===== config.mk =====
export PLATFORM = sky130hd
export DESIGN_NAME = dnf_frame_tx
export DESIGN_NICKNAME = d
export VERILOG_FILES = /design/src/rtl/dnf_pkg.sv /design/src/rtl/dnf_timer.sv /design/src/rtl/dnf_slot_mux.sv /design/src/rtl/dnf_line_coder.sv /design/src/rtl/dnf_frame_tx.sv
export SDC_FILE = /design/constraint.sdc
export NUM_CORES = 1
export LEC_CHECK = 0
export CAP_MARGIN = 10
export CORE_MARGIN = 2
export CORE_UTILIZATION = 40
export DETAILED_ROUTE_END_ITERATION = 10
export GPL_TIMING_DRIVEN = 0
export HOLD_SLACK_MARGIN = 0.08
export PLACE_DENSITY = 0.69
export SLEW_MARGIN = 40
export SYNTH_ARGS = -nofsm -noshare
export SYNTH_HDL_FRONTEND = slang
export SYNTH_SLANG_ARGS = --single-unit

===== constraint.sdc =====
create_clock -name clk_i -period 3.7 [get_ports clk_i]
set_input_delay 0.74 -clock clk_i [delete_from_list [all_inputs] [get_ports clk_i]]
set_output_delay 0.74 -clock clk_i [all_outputs]
set_load 0.01 [all_outputs]

===== src/rtl/dnf_pkg.sv =====
package dnf_pkg;
  localparam int unsigned FRAME_BITS = 48;
  localparam int unsigned SLOT_W     = $clog2(FRAME_BITS);

  typedef enum logic [1:0] {
    SYM_DATA  = 2'd0,
    SYM_FRAME = 2'd1,
    SYM_BAL   = 2'd2
  } sym_kind_e;

  typedef struct packed {
    logic [15:0] b1;
    logic [15:0] b2;
    logic [3:0]  d;
    logic [3:0]  e;
    logic        a;
    logic        fa;
    logic        m;
    logic        s;
  } frame_src_t;
endpackage


===== src/rtl/dnf_timer.sv =====
module dnf_timer
  import dnf_pkg::*;
#(
  parameter int unsigned DIV = 4
) (
  input  logic              clk_i,
  input  logic              rst_ni,
  output logic              tick_o,
  output logic [SLOT_W-1:0] slot_nxt_o
);
  localparam int unsigned DW = (DIV > 1) ? $clog2(DIV) : 1;

  logic [DW-1:0]     div_q;
  logic [SLOT_W-1:0] slot_q;

  assign tick_o     = (div_q == DW'(DIV - 1));
  assign slot_nxt_o = (slot_q == SLOT_W'(FRAME_BITS - 1)) ? '0 : slot_q + 1'b1;

  always_ff @(posedge clk_i or negedge rst_ni) begin
    if (!rst_ni) begin
      div_q  <= '0;
      slot_q <= SLOT_W'(FRAME_BITS - 1);
    end else if (tick_o) begin
      div_q  <= '0;
      slot_q <= slot_nxt_o;
    end else begin
      div_q  <= div_q + 1'b1;
    end
  end
endmodule


===== src/rtl/dnf_slot_mux.sv =====
module dnf_slot_mux
  import dnf_pkg::*;
(
  input  logic [SLOT_W-1:0] slot_i,
  input  frame_src_t        src_i,
  output sym_kind_e         kind_o,
  output logic              bit_o
);
  always_comb begin
    kind_o = SYM_DATA;
    bit_o  = 1'b1;
    if (slot_i == 6'd0) begin
      kind_o = SYM_FRAME;
    end else if (slot_i == 6'd1 || slot_i == 6'd47) begin
      kind_o = SYM_BAL;
    end else if (slot_i >= 6'd2 && slot_i <= 6'd9) begin
      bit_o = src_i.b1[4'(6'd17 - slot_i)];
    end else if (slot_i >= 6'd15 && slot_i <= 6'd22) begin
      bit_o = src_i.b2[4'(6'd30 - slot_i)];
    end else if (slot_i >= 6'd26 && slot_i <= 6'd33) begin
      bit_o = src_i.b1[4'(6'd33 - slot_i)];
    end else if (slot_i >= 6'd37 && slot_i <= 6'd44) begin
      bit_o = src_i.b2[4'(6'd44 - slot_i)];
    end else begin
      unique case (slot_i)
        6'd10: bit_o = src_i.e[3];
        6'd23: bit_o = src_i.e[2];
        6'd34: bit_o = src_i.e[1];
        6'd45: bit_o = src_i.e[0];
        6'd11: bit_o = src_i.d[3];
        6'd24: bit_o = src_i.d[2];
        6'd35: bit_o = src_i.d[1];
        6'd46: bit_o = src_i.d[0];
        6'd12: bit_o = src_i.a;
        6'd13: bit_o = src_i.fa;
        6'd14: bit_o = ~src_i.fa;
        6'd25: bit_o = src_i.m;
        6'd36: bit_o = src_i.s;
        default: bit_o = 1'b1;
      endcase
    end
  end
endmodule


===== src/rtl/dnf_line_coder.sv =====
module dnf_line_coder
  import dnf_pkg::*;
(
  input  logic      clk_i,
  input  logic      rst_ni,
  input  logic      tick_i,
  input  sym_kind_e kind_i,
  input  logic      bit_i,
  output logic      pos_o,
  output logic      neg_o,
  output logic      stb_o,
  output logic      frame_o
);
  logic last_pos_q;  // polarity of most recent pulse
  logic par_q;       // odd zero count since last L

  always_ff @(posedge clk_i or negedge rst_ni) begin
    if (!rst_ni) begin
      pos_o      <= 1'b0;
      neg_o      <= 1'b0;
      stb_o      <= 1'b0;
      frame_o    <= 1'b0;
      last_pos_q <= 1'b0;
      par_q      <= 1'b0;
    end else begin
      stb_o <= tick_i;
      if (tick_i) begin
        frame_o <= (kind_i == SYM_FRAME);
        unique case (kind_i)
          SYM_FRAME: begin
            // violation: repeat previous polarity
            pos_o <= last_pos_q;
            neg_o <= ~last_pos_q;
            par_q <= 1'b1;
          end
          SYM_BAL: begin
            if (par_q) begin
              pos_o      <= ~last_pos_q;
              neg_o      <= last_pos_q;
              last_pos_q <= ~last_pos_q;
            end else begin
              pos_o <= 1'b0;
              neg_o <= 1'b0;
            end
            par_q <= 1'b0;
          end
          default: begin
            if (!bit_i) begin
              pos_o      <= ~last_pos_q;
              neg_o      <= last_pos_q;
              last_pos_q <= ~last_pos_q;
              par_q      <= ~par_q;
            end else begin
              pos_o <= 1'b0;
              neg_o <= 1'b0;
            end
          end
        endcase
      end
    end
  end
endmodule


===== src/rtl/dnf_frame_tx.sv =====
module dnf_frame_tx
  import dnf_pkg::*;
#(
  parameter int unsigned DIV = 4
) (
  input  logic        clk_i,
  input  logic        rst_ni,
  input  logic [15:0] b1_i,
  input  logic [15:0] b2_i,
  input  logic [3:0]  d_i,
  input  logic [3:0]  echo_i,
  input  logic        echo_force_i,
  input  logic        echo_force_val_i,
  input  logic        act_i,
  input  logic        aux_fa_i,
  input  logic        mf_i,
  input  logic        sub_i,
  output logic        line_pos_o,
  output logic        line_neg_o,
  output logic        bit_stb_o,
  output logic        frame_o
);
  logic              tick;
  logic [SLOT_W-1:0] slot_nxt;
  frame_src_t        src_q;
  frame_src_t        src_d;
  sym_kind_e         kind;
  logic              sym_bit;

  dnf_timer #(.DIV(DIV)) u_timer (
    .clk_i      (clk_i),
    .rst_ni     (rst_ni),
    .tick_o     (tick),
    .slot_nxt_o (slot_nxt)
  );

  always_comb begin
    src_d.b1 = b1_i;
    src_d.b2 = b2_i;
    src_d.d  = d_i;
    src_d.e  = echo_force_i ? {4{echo_force_val_i}} : echo_i;
    src_d.a  = act_i;
    src_d.fa = aux_fa_i;
    src_d.m  = mf_i;
    src_d.s  = sub_i;
  end

  // capture once per frame, as the F symbol starts
  always_ff @(posedge clk_i or negedge rst_ni) begin
    if (!rst_ni)                      src_q <= '1;
    else if (tick && slot_nxt == '0)  src_q <= src_d;
  end

  dnf_slot_mux u_mux (
    .slot_i (slot_nxt),
    .src_i  (src_q),
    .kind_o (kind),
    .bit_o  (sym_bit)
  );

  dnf_line_coder u_coder (
    .clk_i   (clk_i),
    .rst_ni  (rst_ni),
    .tick_i  (tick),
    .kind_i  (kind),
    .bit_i   (sym_bit),
    .pos_o   (line_pos_o),
    .neg_o   (line_neg_o),
    .stb_o   (bit_stb_o),
    .frame_o (frame_o)
  );
endmodule


---- Word level (Yosys, flattened, before mapping) ----
Index checks and enable logic that the tools add are counted.
word-level totals
  memories ................................ 0
  output and inout bits ................... 4
  memory bits (writable) .................. 0
  flip-flop bits (word level) ............. 58
  memory bits (read-only) ................. 0
  latch bits .............................. 0
  logic and storage cells ................. 100
  input bits .............................. 48
cells by class
  shift-type cells ........................ 0
  bitwise operators ....................... 4
  mux-type cells .......................... 31
  reduce and logical (&&, ||, !) cells .... 9
  $lt $le $gt $ge ......................... 12
  add/sub/neg operators ................... 6
  multipliers ............................. 0
  div/mod/pow operators ................... 0
  eq/ne operators ......................... 22
operators with widths
  operator             number
  $eq 6x6->1 const B   7
  $eq 6x4->1 const B   5
  $lt 4x5->1 const B   4
  $eq 6x5->1 const B   3
  $mux 1               17
  $bmux 1 s4           4
  $pmux 1 s13          1
  $le 6x6->1 const B   2
  $pmux 1 s2           4
  $sub 1x4->4 const A  2
  $sub 4x4->4 const A  2
  $add 6x1->6 const B  1
  $eq 6x1->1 const B   1
  $ge 6x2->1 const B   1
  $ge 6x4->1 const B   1
  $ge 6x5->1 const B   1
  $ge 6x6->1 const B   1
  $le 6x4->1 const B   1
  $le 6x5->1 const B   1
  $logic_not 6->1      1
  $mux 2               3
  $mux 6               1
  $logic_and 1x1->1    5
  $eq 2x2->1 const B   2
  other kinds (10)     13

---- Logic depth before layout (Yosys ltp) ----
Gate-level depths: netlist (run 1).
  word-level depth ........................ 13
  depth in mapped cells ................... 15
  depth with buffers taken out ............ 13

---- By module ----
A second synthesis (run 1) with hierarchy kept.
second synthesis, totals
  cell total of the unflattened synthesis .. 329
  area total of the unflattened synthesis .. 3831.2 um^2
modules (own cells, without submodules)
  module          area an instance (um^2)  instances  cells each  sequential area each (um^2)
  dnf_frame_tx    1925.6                   1          104         1156.1
  dnf_slot_mux    1088.5                   1          147         0.0
  dnf_timer       461.7                    1          45          206.4
  dnf_line_coder  355.3                    1          33          150.1

---- Worst setup path before layout (run 1) ----
No wires, ideal clock.
  path kind ............................... reg-to-reg
  start point ............................. register u_timer.slot_q[0]
  end point ............................... register u_coder.par_q
  slack ................................... 0.164 ns
  stages on the path, launching flop included .. 14
  buffers on the path ..................... 2
  period minus slack after synthesis ...... 3.536 ns
  arrival time ............................ 3.405 ns
  data required time ...................... 3.569 ns
  library setup time ...................... 0.131 ns
  cell sequence ........................... dfstp_2 -> buf_2 -> inv_2 -> ha_1 -> clkbuf_1 -> inv_1 -> ha_1 -> xnor2_1 -> mux4_2 -> o211ai_1 -> nand4b_1 -> a31o_2 -> and4_1 -> or3_1
on the way
  longest elaborated chain between the ends .. 13
  elaborated cells between the ends (all ways) .. 58
  those cells by class .................... add/sub: 5; order compare: 8; eq/ne: 19; mux: 19; reduce/logical: 7
RTL lines
  item                                              line                  source
  from (decl)                                       dnf_timer.sv:14       logic [SLOT_W-1:0] slot_q;
  from (signal assigned)                            dnf_timer.sv:22       slot_q <= SLOT_W'(FRAME_BITS - 1);
  from (signal assigned)                            dnf_timer.sv:25       slot_q <= slot_nxt_o;
  $add 6x1->6 / $eq 6x6->1 (equally long branches)  dnf_timer.sv:17       assign slot_nxt_o = (slot_q == SLOT_W'(FRAME_BITS - 1)) ? '0 : slot_q + 1'b1;
  $mux 6 *                                          dnf_timer.sv:17
  via slot_nxt[1]                                   dnf_frame_tx.sv:24    logic [SLOT_W-1:0] slot_nxt;
  $sub 4x4->4                                       dnf_slot_mux.sv:23    bit_o = src_i.b2[4'(6'd44 - slot_i)];
  $bmux 1 s4                                        dnf_slot_mux.sv:23
  $mux 1 (not written as such)                      dnf_slot_mux.sv:23
  $mux 1                                            dnf_slot_mux.sv:22    end else if (slot_i >= 6'd37 && slot_i <= 6'd44) begin
  $mux 1                                            dnf_slot_mux.sv:20    end else if (slot_i >= 6'd26 && slot_i <= 6'd33) begin
  $mux 1                                            dnf_slot_mux.sv:18    end else if (slot_i >= 6'd15 && slot_i <= 6'd22) begin
  $mux 1                                            dnf_slot_mux.sv:16    end else if (slot_i >= 6'd2 && slot_i <= 6'd9) begin
  $mux 1                                            dnf_slot_mux.sv:14    end else if (slot_i == 6'd1 || slot_i == 6'd47) begin
  $mux 1                                            dnf_slot_mux.sv:12    if (slot_i == 6'd0) begin
  $ne 3x3->1 (no source line)                       n/a
  $reduce_and 2->1 (no source line)                 n/a
  to (signal assigned)                              dnf_line_coder.sv:52  par_q <= ~par_q;
  to (decl)                                         dnf_line_coder.sv:15  logic par_q;
The timed path passes the listed nets; every way through them passes the cells marked *. The select of a mux whose other input is x is not followed.
A chain may end at the register's enable or synchronous reset.

---- Worst setup path in the final report (run 1) ----
  start point ............................. register u_timer.slot_q[3]
  end point ............................... register u_coder.neg_o
on the way
  longest elaborated chain between the ends .. 13
  elaborated cells between the ends (all ways) .. 57
  those cells by class .................... add/sub: 5; order compare: 8; eq/ne: 18; mux: 20; reduce/logical: 6
RTL lines
  item                                              line                  source
  $add 6x1->6 / $eq 6x6->1 (equally long branches)  dnf_timer.sv:17
  $mux 6 *                                          dnf_timer.sv:17
  $sub 4x4->4                                       dnf_slot_mux.sv:23
  $bmux 1 s4                                        dnf_slot_mux.sv:23
  $mux 1 (not written as such)                      dnf_slot_mux.sv:23
  $mux 1                                            dnf_slot_mux.sv:22
  $mux 1                                            dnf_slot_mux.sv:20
  $mux 1                                            dnf_slot_mux.sv:18
  $mux 1                                            dnf_slot_mux.sv:16
  $mux 1                                            dnf_slot_mux.sv:14
  $mux 1                                            dnf_slot_mux.sv:12
  $mux 1                                            dnf_line_coder.sv:48  if (!bit_i) begin
  $pmux 1 s2 *                                      dnf_line_coder.sv:29  unique case (kind_i)
  to (signal assigned)                              dnf_line_coder.sv:33  neg_o <= ~last_pos_q;
  to (signal assigned)                              dnf_line_coder.sv:39  neg_o <= last_pos_q;
  to (signal assigned)                              dnf_line_coder.sv:50  neg_o <= last_pos_q;
  to (decl)                                         dnf_line_coder.sv:10  output logic neg_o,
Every way passes the cells marked *; elsewhere a longest branch is shown, timed or not. The select of a mux whose other input is x is not followed.

==> impl_metrics.json, run 1 <==
{
  "status": "completed",
  "fin_hold_ws_ps": 251.2,
  "port_buffers": 50,
  "grtUsageMet2_pct": 33.70,
  "synth_most_common_cell": "dfstp_2",
  "antenna_found_initial": 0,
  "synth_ff_type": "dfstp_2",
  "use_met3_pct": 2.882,
  "synth.avg_cell_area_um2": 10.47,
  "final_antenna_net_count": 0,
  "die-area_mm2": 0.01133,
  "place_congestion": 0.9499,
  "use_met1_pct": 26.73,
  "clkLatencyLatePin_ps": 350,
  "yosysTopAreaCell": "dfstp_2",
  "worstPathMaxFanout": 11,
  "grt_pass1_wl_um": 18110,
  "htree_levels": 3,
  "fin_worst_skew_ps": 5.427,
  "min_period_ps": 3657,
  "crit_path_cell_trace": "ha_1 > buf_6 > and4bb_1 > buf_6 > nor2_4 > buf_4 > ha_1 > nor2b_2 > nor3_1 > a221oi_1 > o21ai_1 > mux2i_2 > o22a_1 > a211o_1 > a31oi_1 > mux2_2",
  "cp-end-kind": "flop",
  "cp_slowest_cell": "dfstp_2",
  "viasPerCell": 5.803,
  "fp.dieW_um": 106.4,
  "rr_startpoint": "u_timer.slot_q[3]",
  "netlist_instances": 401,
  "yosys-top-cells-count": "dfstp_2 (49), mux2_2 (42), nand2_1 (39)",
  "cpPeakStageDelay_ps": 540,
  "drtIter0Drc": 276,
  "hold_viol_final": 0,
  "cts_tree": "built",
  "cts.path.max_buffers": 2,
  "grt_most_used_layer": "met2",
  "final_cell_area_mm2": 0.005253,
  "synth-async-reset-ratio_pct": 100.0,
  "min_path_type": "in2async",
  "syn_nets": 462,
  "max_freq_mhz": 273.4,
  "setup_viol": 0,
  "cp.required_ps": 3940,
  "synth_edf_count": 0,
  "cap_violations": 0,
  "io_pins": 52,
  "synthTopCellsByArea": "dfstp_2 (31%), mux2_2 (11%), dfrtp_1 (5.4%)",
  "fin_tns_setup_ps": 0,
  "arrival_ps": 3900,
  "grt_overflow": 0,
  "grt_pass1_vias": 3617,
  "critical_path_class": "reg2reg",
  "clkTransAtPathRegs_ps": 70,
  "dr.pass1.iters": 5,
  "start_kind": "flop",
  "ys_seq_area_share_pct": 36.04,
  "antenna_cells": 0,
  "num_rows": 37,
  "root_buffer": "clkbuf_8",
  "slew_viol_final": 0,
  "ys_ff_latch": 58,
  "r2r-end": "u_coder.neg_o",
  "cts_made_buffers": 9,
  "ys_types": 78,
  "cts_sinks": 58,
  "drive_above_1_share_pct": 34.85,
  "drc": 0,
  "power_density_mw_per_mm2": 255.2,
  "fin_crit_sh_pct": 98.85,
  "yosysTopAreaCellShare_pct": 30.67,
  "slew_headroom_pct": 54.80,
  "syn2layout_area_growth_pct": 25.13,
  "nets": 538,
  "syn_area_mm2": 0.004198,
  "dpl.hpwl_um": 7842,
  "tightest_slew_ps": 675.7,
  "fp.coreArea_mm2": 0.01028,
  "p_leak_nw": 2.029,
  "routed-via-count": 3586,
  "dpl_cell_area_mm2": 0.004886,
  "dieHeight_um": 106.4,
  "ir_drop_mv": 0.1879,
  "grt_max_degree": 43,
  "totalWireLength_um": 11030,
  "rr_worst_depth": 16,
  "r2r_slack_ps": 40,
  "wl_per_cell_um": 17.85,
  "grt_usage_pct": 20.10,
  "ys.warnings.count": 0,
  "start_util_pct": 40.84
}
## placed cells by master, fill, tap and decap left out, types with 9 or more instances in the layout
cell type / count
clkdlybuf4s50_1: 49
dfstp_2: 49
mux2_2: 43
nand2_1: 39
nor2_1: 19
buf_4: 17
nand2b_1: 16
o21ai_0: 12
a211oi_1: 12
a21oi_1: 12
clkbuf_1: 11
a22oi_1: 11
clkbuf_8: 10
ha_1: 10
mux4_2: 9
dfrtp_1: 9
## sequential cells by signal (all words and copies together), names as in the netlist
register,flops
u_timer.div_q,2
u_coder.stb_o,1
u_timer.slot_q,6
u_coder.pos_o,1
u_coder.neg_o,1
u_coder.last_pos_q,1
src_q,44
u_coder.par_q,1
u_coder.frame_o,1
## metal layers
| metal | vias to the layer above | wire length (um) |
|---|---|---|
| li1 | 1662 | - |
| met1 | 1768 | 4767 |
| met2 | 136 | 5472 |
| met3 | 20 | 594 |
| met4 | 0 | 195 |
| met5 | - | 0 |
## metrics by stage
| step | std cells | utilization [%] | total power [W] | setup WS, ps |
|---|---|---|---|---|
| floorplan | 401 | - | 0.0007591 | 164.1 |
| global placement | 587 | 47.37 | 0.0008350 | -289.2 |
| detailed placement | 588 | 47.54 | 0.0008429 | -364.1 |
| CTS | 609 | 50.00 | 0.001356 | 30.41 |
| global route | 618 | 51.11 | 0.001400 | -136.3 |
| finish | 618 | 51.11 | 0.001340 | 42.59 |
## timing repair
action / 4_1_cts / 5_1_grt
setup endpoints to repair: 4 / 4
setup buffers: 5 / 9
resized for setup: 15 / 14
hold buffers: 0 / 0
endpoints found under the hold margin: 0 / 0
pin swaps: 3 / 2
## worst max-delay path: cells and delay by family (launching register included)
family,cells,cell delay (ps)
mux,2,590
simple gates,4,680
flops,1,540
fa+ha+maj,2,390
buf+inv,3,490
compound gates,5,840
## where the power goes
part | switching (W) | internal, W
clock network | 0.000267 | 0.000240
logic | 0.0000447 | 0.0000897
registers | 0.0000194 | 0.000679
total | 0.000331 | 0.00101
## kinds of logic after synthesis
family	share of synthesized area, %
multiplexers	19.76
flip-flops	36.04
AND/OR/NAND/NOR	15.74
adder cells (fa/ha/maj)	3.875
buffers and inverters	4.024
XOR/XNOR	2.891
AO/OA/AOI/OAI	17.68
## final cells by class
type	count	area [um^2]
multi-input cells	305	2580
clock buffers	11	131.4
well taps	136	170.2
flip-flops and latches	58	1513
fillers	938	5025
clock inverters	5	31.28
plain buffers	28	160.2
inverters	10	43.79
repair buffers	65	623.1
## worst max-delay path by stage
stage / depth (start not counted) / startpoint / slack (ps) / end
2_1_floorplan: 13 / u_timer.slot_q[0] / 160 / u_coder.par_q
3_3_place_gp: 13 / u_timer.slot_q[2] / -290 / u_coder.par_q
3_5_place_dp: 13 / u_timer.slot_q[0] / -360 / u_coder.par_q
4_1_cts: 13 / u_timer.slot_q[1] / 30 / u_coder.par_q
5_1_grt: 16 / u_timer.slot_q[3] / -140 / u_coder.neg_o
6_report: 16 / u_timer.slot_q[3] / 40 / u_coder.neg_o
No activity file was read; power rests on OpenSTA's default activity.
==> run 2, diff against run 1 <==
--- a/config.mk
+++ b/config.mk
@@ -6,13 +6,16 @@
 export NUM_CORES = 1
 export LEC_CHECK = 0
 export CAP_MARGIN = 10
+export CELL_PAD_IN_SITES_DETAIL_PLACEMENT = 1
+export CELL_PAD_IN_SITES_GLOBAL_PLACEMENT = 2
 export CORE_MARGIN = 2
-export CORE_UTILIZATION = 40
+export CORE_UTILIZATION = 33
 export DETAILED_ROUTE_END_ITERATION = 10
 export GPL_TIMING_DRIVEN = 0
 export HOLD_SLACK_MARGIN = 0.08
-export PLACE_DENSITY = 0.69
+export PLACE_DENSITY = 0.83
 export SLEW_MARGIN = 40
 export SYNTH_ARGS = -nofsm -noshare
 export SYNTH_HDL_FRONTEND = slang
 export SYNTH_SLANG_ARGS = --single-unit
+export TNS_END_PERCENT = 10
==> impl_metrics.json, run 2 (synthesis gave the netlist of run 1 again) <==
{
  "cp-end-kind": "flop",
  "crit_path_cell_trace": "buf_6 > clkinvlp_4 > ha_4 > nor2_1 > clkinv_2 > mux4_1 > mux4_2 > or2_1 > a31o_4 > and4_1 > or3_1",
  "num_rows": 41,
  "ir_drop_mv": 0.2635,
  "start_kind": "flop",
  "cp.required_ps": 3920,
  "max_freq_mhz": 274.3,
  "root_buffer": "clkbuf_16",
  "antenna_cells": 0,
  "dieHeight_um": 116.8,
  "cpPeakStageDelay_ps": 610,
  "io_pins": 52,
  "slew_headroom_pct": 45.93,
  "arrival_ps": 3870,
  "fin_hold_ws_ps": 250.8,
  "fin_tns_setup_ps": 0,
  "wl_per_cell_um": 19.64,
  "hold_viol_final": 0,
  "setup_viol": 0,
  "fp.dieW_um": 116.8,
  "worstPathMaxFanout": 7,
  "nets": 537,
  "rr_startpoint": "u_timer.slot_q[1]",
  "clkTransAtPathRegs_ps": 60,
  "antenna_found_initial": 0,
  "clkLatencyLatePin_ps": 340,
  "final_cell_area_mm2": 0.005487,
  "syn2layout_area_growth_pct": 30.70,
  "cts_sinks": 58,
  "htree_levels": 3,
  "r2r_slack_ps": 50,
  "finalPower_w": 0.001767,
  "cts_made_buffers": 9,
  "regMostFlops": "src_q",
  "drtIter0Drc": 131,
  "dpl_cell_area_mm2": 0.004931,
  "routed-via-count": 3568,
  "power_density_mw_per_mm2": 322.1,
  "viasPerCell": 5.464,
  "cp_slowest_cell": "dfstp_2",
  "cts_tree": "built",
  "grt_overflow": 0,
  "drive_above_1_share_pct": 35.55,
  "die-area_mm2": 0.01364,
  "cts.path.max_buffers": 2,
  "dpl.hpwl_um": 9056,
  "status": "completed",
  "fin_util_pct": 43.83,
  "dr.pass1.iters": 4,
  "final_antenna_net_count": 0,
  "largest_reg_flops": 44,
  "slew_viol_final": 0,
  "fp.coreArea_mm2": 0.01252,
  "start_util_pct": 33.54,
  "rr_worst_depth": 11,
  "fin_crit_sh_pct": 98.54,
  "fin_worst_skew_ps": 6.702,
  "final_cell_mix": "clkdlybuf4s50_1 (49), dfstp_2 (49), mux2_2 (42), nand2_1 (39), nor2_1 (19)",
  "tightest_slew_ps": 808.4,
  "p_leak_nw": 2.095,
  "critical_path_class": "reg2reg",
  "grt_usage_pct": 19.62,
  "min_path_type": "in2async",
  "largestRegisters": "src_q: 44 flops, u_timer.slot_q: 6 flops, u_timer.div_q: 2 flops",
  "cap_violations": 0,
  "grt_max_degree": 45,
  "grt_pass1_vias": 3672,
  "r2r-end": "u_coder.par_q",
  "port_buffers": 50,
  "drc": 0,
  "grt_pass1_wl_um": 20360,
  "place_congestion": 0.8912,
  "min_period_ps": 3646,
  "totalWireLength_um": 12830
}
-- run 2: critical path, delay by kind of cell, from the launching register on --
family / cells / cell delay, ps
compound gates: 1 / 260
fa+ha+maj: 1 / 220
buf+inv: 3 / 440
flops: 1 / 610
mux: 2 / 1030
simple gates: 4 / 940
-- run 2: through the flow --
step | setup slack, ps | cells
floorplan | 164.1 | 401
global placement | -370.3 | 623
detailed placement | -377.3 | 624
CTS | 5.072 | 645
global route | -29.22 | 653
finish | 54.13 | 653
-- run 2: worst max path at each step --
| stage | start | to | slack, ps | cells past startpoint |
|---|---|---|---|---|
| after floorplan | u_timer.slot_q[0] | u_coder.par_q | 160 | 13 |
| after detailed placement | u_timer.slot_q[0] | u_coder.par_q | -380 | 13 |
| after CTS | u_timer.slot_q[1] | u_coder.par_q | 5 | 13 |
| after global routing | u_timer.slot_q[1] | u_coder.par_q | -30 | 11 |
| final | u_timer.slot_q[1] | u_coder.par_q | 50 | 11 |
| after global placement | u_timer.slot_q[2] | u_coder.par_q | -370 | 13 |
-- run 2: cell type report --
type	count	area [um^2]
Sequential cell	58	1513
Clock inverter	7	101.3
Clock buffer	9	225.2
Timing Repair Buffer	64	615.6
Tap cell	172	215.2
Multi-Input combinational cell	305	2610
Inverter	10	47.55
Buffer	28	158.9
Fill cell	1394	7030
-- run 2: timing repair --
| action | in CTS | in global routing |
|---|---|---|
| cloned | 0 | 0 |
| pin swaps | 2 | 4 |
| setup buffers | 5 | 8 |
| endpoints found under the setup margin | 4 | 3 |
| hold buffers | 0 | 0 |
| resized for setup | 19 | 13 |
-- run 2: per-layer routing --
metal  wire (um)  up-vias  GRT usage (%)  part of all wire [%]
li1            -     1666              -                     -
met3         361       18          3.965                   2.8
met2        6306       62          31.48                    49
met1        5914     1822          26.76                    46
met4         242        0          6.196                   1.9
met5           0        -              0                     0
-- run 2: power breakdown --
group	switching, W	total (W)	internal [W]
Combinational	0.0000481	0.000140	0.0000914
Sequential	0.0000203	0.000700	0.000680
Clock	0.000334	0.000928	0.000593
